--- src/rtl/pipe_rca_pkg.sv ---
package pipe_rca_pkg;

    // Result of one full-adder cell
    typedef struct packed {
        logic carry;
        logic sum;
    } fa_res_t;

    function automatic fa_res_t fa_eval(input logic x, input logic y, input logic cin);
        fa_res_t r;
        r.sum   = x ^ y ^ cin;
        r.carry = (x & y) | (x & cin) | (y & cin);
        return r;
    endfunction

endpackage

--- src/rtl/rca_delay_line.sv ---
module rca_delay_line #(
    parameter int W     = 1,
    parameter int DEPTH = 1
) (
    input  logic         clk,
    input  logic         rst_n,
    input  logic [W-1:0] din,
    output logic [W-1:0] dout
);
    generate
        if (DEPTH == 0) begin : g_wire
            assign dout = din;
        end else begin : g_regs
            logic [W-1:0] stage_q [DEPTH];
            always_ff @(posedge clk) begin
                if (!rst_n) begin
                    for (int k = 0; k < DEPTH; k++) stage_q[k] <= '0;
                end else begin
                    stage_q[0] <= din;
                    for (int k = 1; k < DEPTH; k++) stage_q[k] <= stage_q[k-1];
                end
            end
            assign dout = stage_q[DEPTH-1];
        end
    endgenerate
endmodule

--- src/rtl/rca_fa_slice.sv ---
module rca_fa_slice
    import pipe_rca_pkg::*;
(
    input  logic clk,
    input  logic rst_n,
    input  logic opa,
    input  logic opb,
    input  logic cin,
    output logic sum_q,
    output logic cout_q
);
    fa_res_t res;

    always_comb res = fa_eval(opa, opb, cin);

    always_ff @(posedge clk) begin
        if (!rst_n) begin
            sum_q  <= 1'b0;
            cout_q <= 1'b0;
        end else begin
            sum_q  <= res.sum;
            cout_q <= res.carry;
        end
    end
endmodule

--- src/rtl/pipe_rca_add.sv ---
module pipe_rca_add #(
    parameter int WIDTH = 4
) (
    input  logic             clk,
    input  logic             rst_n,
    input  logic             in_valid,
    input  logic [WIDTH-1:0] a,
    input  logic [WIDTH-1:0] b,
    input  logic             c_in,
    output logic             out_valid,
    output logic [WIDTH-1:0] sum,
    output logic             c_out
);
    localparam int LAT = WIDTH;

    logic [WIDTH-1:0] carry_q;
    logic [WIDTH-1:0] slice_cin;
    logic [WIDTH-1:0] slice_sum_q;

    genvar i;
    generate
        for (i = 0; i < WIDTH; i++) begin : g_bit
            logic [1:0] ops_skewed;

            // operand skew: bit i waits i cycles for its carry
            rca_delay_line #(.W(2), .DEPTH(i)) u_skew (
                .clk  (clk),
                .rst_n(rst_n),
                .din  ({a[i], b[i]}),
                .dout (ops_skewed)
            );

            if (i == 0) begin : g_cin0
                assign slice_cin[i] = c_in;
            end else begin : g_cinn
                assign slice_cin[i] = carry_q[i-1];
            end

            rca_fa_slice u_slice (
                .clk   (clk),
                .rst_n (rst_n),
                .opa   (ops_skewed[1]),
                .opb   (ops_skewed[0]),
                .cin   (slice_cin[i]),
                .sum_q (slice_sum_q[i]),
                .cout_q(carry_q[i])
            );

            // sum deskew: early bits wait for the top slice
            rca_delay_line #(.W(1), .DEPTH(WIDTH-1-i)) u_deskew (
                .clk  (clk),
                .rst_n(rst_n),
                .din  (slice_sum_q[i]),
                .dout (sum[i])
            );
        end
    endgenerate

    rca_delay_line #(.W(1), .DEPTH(LAT)) u_vld (
        .clk  (clk),
        .rst_n(rst_n),
        .din  (in_valid),
        .dout (out_valid)
    );

    assign c_out = carry_q[WIDTH-1];
endmodule

--- config.mk ---
export PLATFORM = sky130hd
export DESIGN_NAME = pipe_rca_add
export DESIGN_NICKNAME = d
export VERILOG_FILES = /design/src/rtl/pipe_rca_pkg.sv /design/src/rtl/rca_delay_line.sv /design/src/rtl/rca_fa_slice.sv /design/src/rtl/pipe_rca_add.sv
export SDC_FILE = /design/constraint.sdc
export NUM_CORES = 1
export LEC_CHECK = 0
export BUFFER_PORTS_ARGS = -buffer_cell sky130_fd_sc_hd__buf_2
export CORE_MARGIN = 10
export CORE_UTILIZATION = 54
export DETAILED_ROUTE_END_ITERATION = 8
export GPL_ROUTABILITY_DRIVEN = 0
export PLACE_DENSITY = 0.78
export SYNTH_ARGS = -nofsm -noshare
export SYNTH_HDL_FRONTEND = slang
export SYNTH_SLANG_ARGS = --single-unit
--- constraint.sdc ---
create_clock -name clk -period 3.4 [get_ports clk]
set_clock_uncertainty 0.05 [all_clocks]
set_input_delay 0.17 -clock clk [delete_from_list [all_inputs] [get_ports clk]]
set_output_delay 0.17 -clock clk [all_outputs]
set_load 0.02 [all_outputs]
==> results.cfg <==
[synth]
synth_top_area_cell = dfxtp_1
syn-num-nets = 87
ys_ff_latch = 30
synthTopCellsByArea = dfxtp_1 65%, and2_1 16%, fa_1 8.7%
synthDistinctLibCells = 6
syn_inst = 71
netlist_area_um2 = 922
seq_area_frac_synth = 0.651
syn_area_per_cell_um2 = 13.0
synth_warnings = 0
synth_top_area_frac = 0.651

[setup_path]
startpoint_type = register
path_max_fanout = 1
rr_worst_depth = 2
endpoint_kind = register
rrSetupSlack_ns = 2.29
cp.arrival_ns = 1.27
crit_required_ns = 3.56
crit_path_start = g_bit[2].u_slice.cout_q
reg2reg_from = g_bit[2].u_slice.cout_q
critPathKind = reg2reg
r2r_end = g_bit[3].u_slice.sum_q

[run_status]
outcome = finished clean

[routing]
drc = 0
wl_mm = 1.20
drt-vias-per-instance = 4.38
firstDrtPassIters = 4
wl_per_cell_um = 10.8
drtIter0Drc = 3
vias = 486
ant_nets = 0

[placement]
pre_cts_ws_ns = 2.27
post_dp_cell_area_um2 = 982
io_buffers = 17
dp.cells = 97

[cts]
cts_hold_buf = 6
clock-sinks = 30
cts.path.max_buffers = 2
cts_tree = built
clock_latency_ns = 0.31
clk_pin_slew_ns = 0.08
root_buffer = clkbuf_4
post-cts-setup-buffer-count = 0
cts_buffers = 5
cts_max_level = 2
cts_resized = 0

[cells_and_area]
fillers = 109
antenna_cells = 0
syn_to_final_growth_pct = 19.5
instances_no_fill = 111
final_common_cell = dfxtp_1
final_util = 0.707
postLayoutCellArea_mm2 = 0.00110
layout-drive-gt1-share = 0.326
final_cell_mix = 30 x dfxtp_1, 23 x and2_1, 17 x buf_2, 7 x and2_2, 6 x dlygate4sd3_1
nets = 110

[grt]
first_global_vias = 514
grt_max_degree = 31
grt_usage = 0.0796
grt_pass1_wl_mm = 2.03
grt.overflow.total = 0
antenna_found_initial = 0

[power_and_ir_drop]
p_leak_nw = 0.512
peakVddDrop_uv = 361
power_mw = 0.613
power.density_mw_per_mm2 = 556

[sta]
slew-limit-headroom = 0.784
hold_violations = 0
period_share = 0.327
fmax_mhz = 899
rsz0062_at_grt = false
min_period_ns = 1.11
tns_ns = 0
fin_ws_ns = 2.29
setup_viol = 0
slew_violations = 0
tightest_slew_ns = 0.324
timing.hold.ws_ns = 0.0266

[floorplanning]
io_pins = 18
die_h_um = 61.3
core_area_mm2 = 0.00156
die_x_um = 61.3
rows = 14
die_area_mm2 = 0.00376
start_util = 0.591

[min_path]
holdCritPathClass = in2reg
hold-path-endpoint = g_bit[3].u_skew.g_regs.stage_q[0][1]
hold_depth = 2
min_from = a[3]

[flow_run]
drv_cap = 0
## registers in the layout, summed over array words and instances, names as in the netlist
register,flops
g_bit.u_slice.sum_q,4
u_vld.g_regs.stage_q,4
g_bit.u_skew.g_regs.stage_q,12
g_bit.u_slice.cout_q,4
g_bit.u_deskew.g_regs.stage_q,6
## report_power, final
group | leakage, nW | switching, mW | internal (mW)
Combinational | 0.230 | 0.0137 | 0.0207
Clock | 0.0353 | 0.106 | 0.100
Sequential | 0.246 | 0.00460 | 0.368
Total | 0.512 | 0.124 | 0.488
## layout make-up
cell class / count / area (µm²) / area share
Clock buffer: 7 / 55.1 / 0.0499
Clock inverter: 1 / 5.00 / 0.00454
Multi-Input combinational cell: 34 / 277 / 0.251
Sequential cell: 30 / 601 / 0.545
Tap cell: 16 / 20.0 / 0.0182
Timing Repair Buffer: 23 / 145 / 0.132
## how the worst max path moves through the flow
stage | endpoint | slack (ns) | cells past startpoint
after floorplan | g_bit[3].u_slice.sum_q | 2.31 | 2
after global placement | g_bit[3].u_slice.sum_q | 2.31 | 2
after detailed placement | g_bit[0].u_slice.sum_q | 2.27 | 3
after CTS | g_bit[2].u_slice.sum_q | 2.28 | 2
after global routing | g_bit[3].u_slice.sum_q | 2.23 | 2
final | g_bit[3].u_slice.sum_q | 2.29 | 2
## per-layer routing
layer	GRT usage	routed length, µm	vias to the layer above	part of all wire
met3	0.0453	139	4	0.12
li1	-	-	253	-
met2	0.123	611	17	0.51
met1	0.0681	408	212	0.34
met5	0	0	-	0
met4	0.0879	36	0	0.030
## cell usage after synthesis
master / instances
and2_2: 7
clkbuf_2: 3
fa_1: 4
buf_4: 4
and2_1: 23
dfxtp_1: 30
## worst max-delay path: stages, from the launching register on
cell and delay, ns:
dfxtp_1 0.32, fa_1 0.45, and2_2 0.19
## kinds of logic after synthesis
family | count (synthesis) | share of synthesized area
flip-flops | 30 | 0.651
AND/OR/NAND/NOR | 30 | 0.213
buffers and inverters | 7 | 0.0488
adder cells (fa/ha/maj) | 4 | 0.0868
No activity file was read; power rests on OpenSTA's default activity.
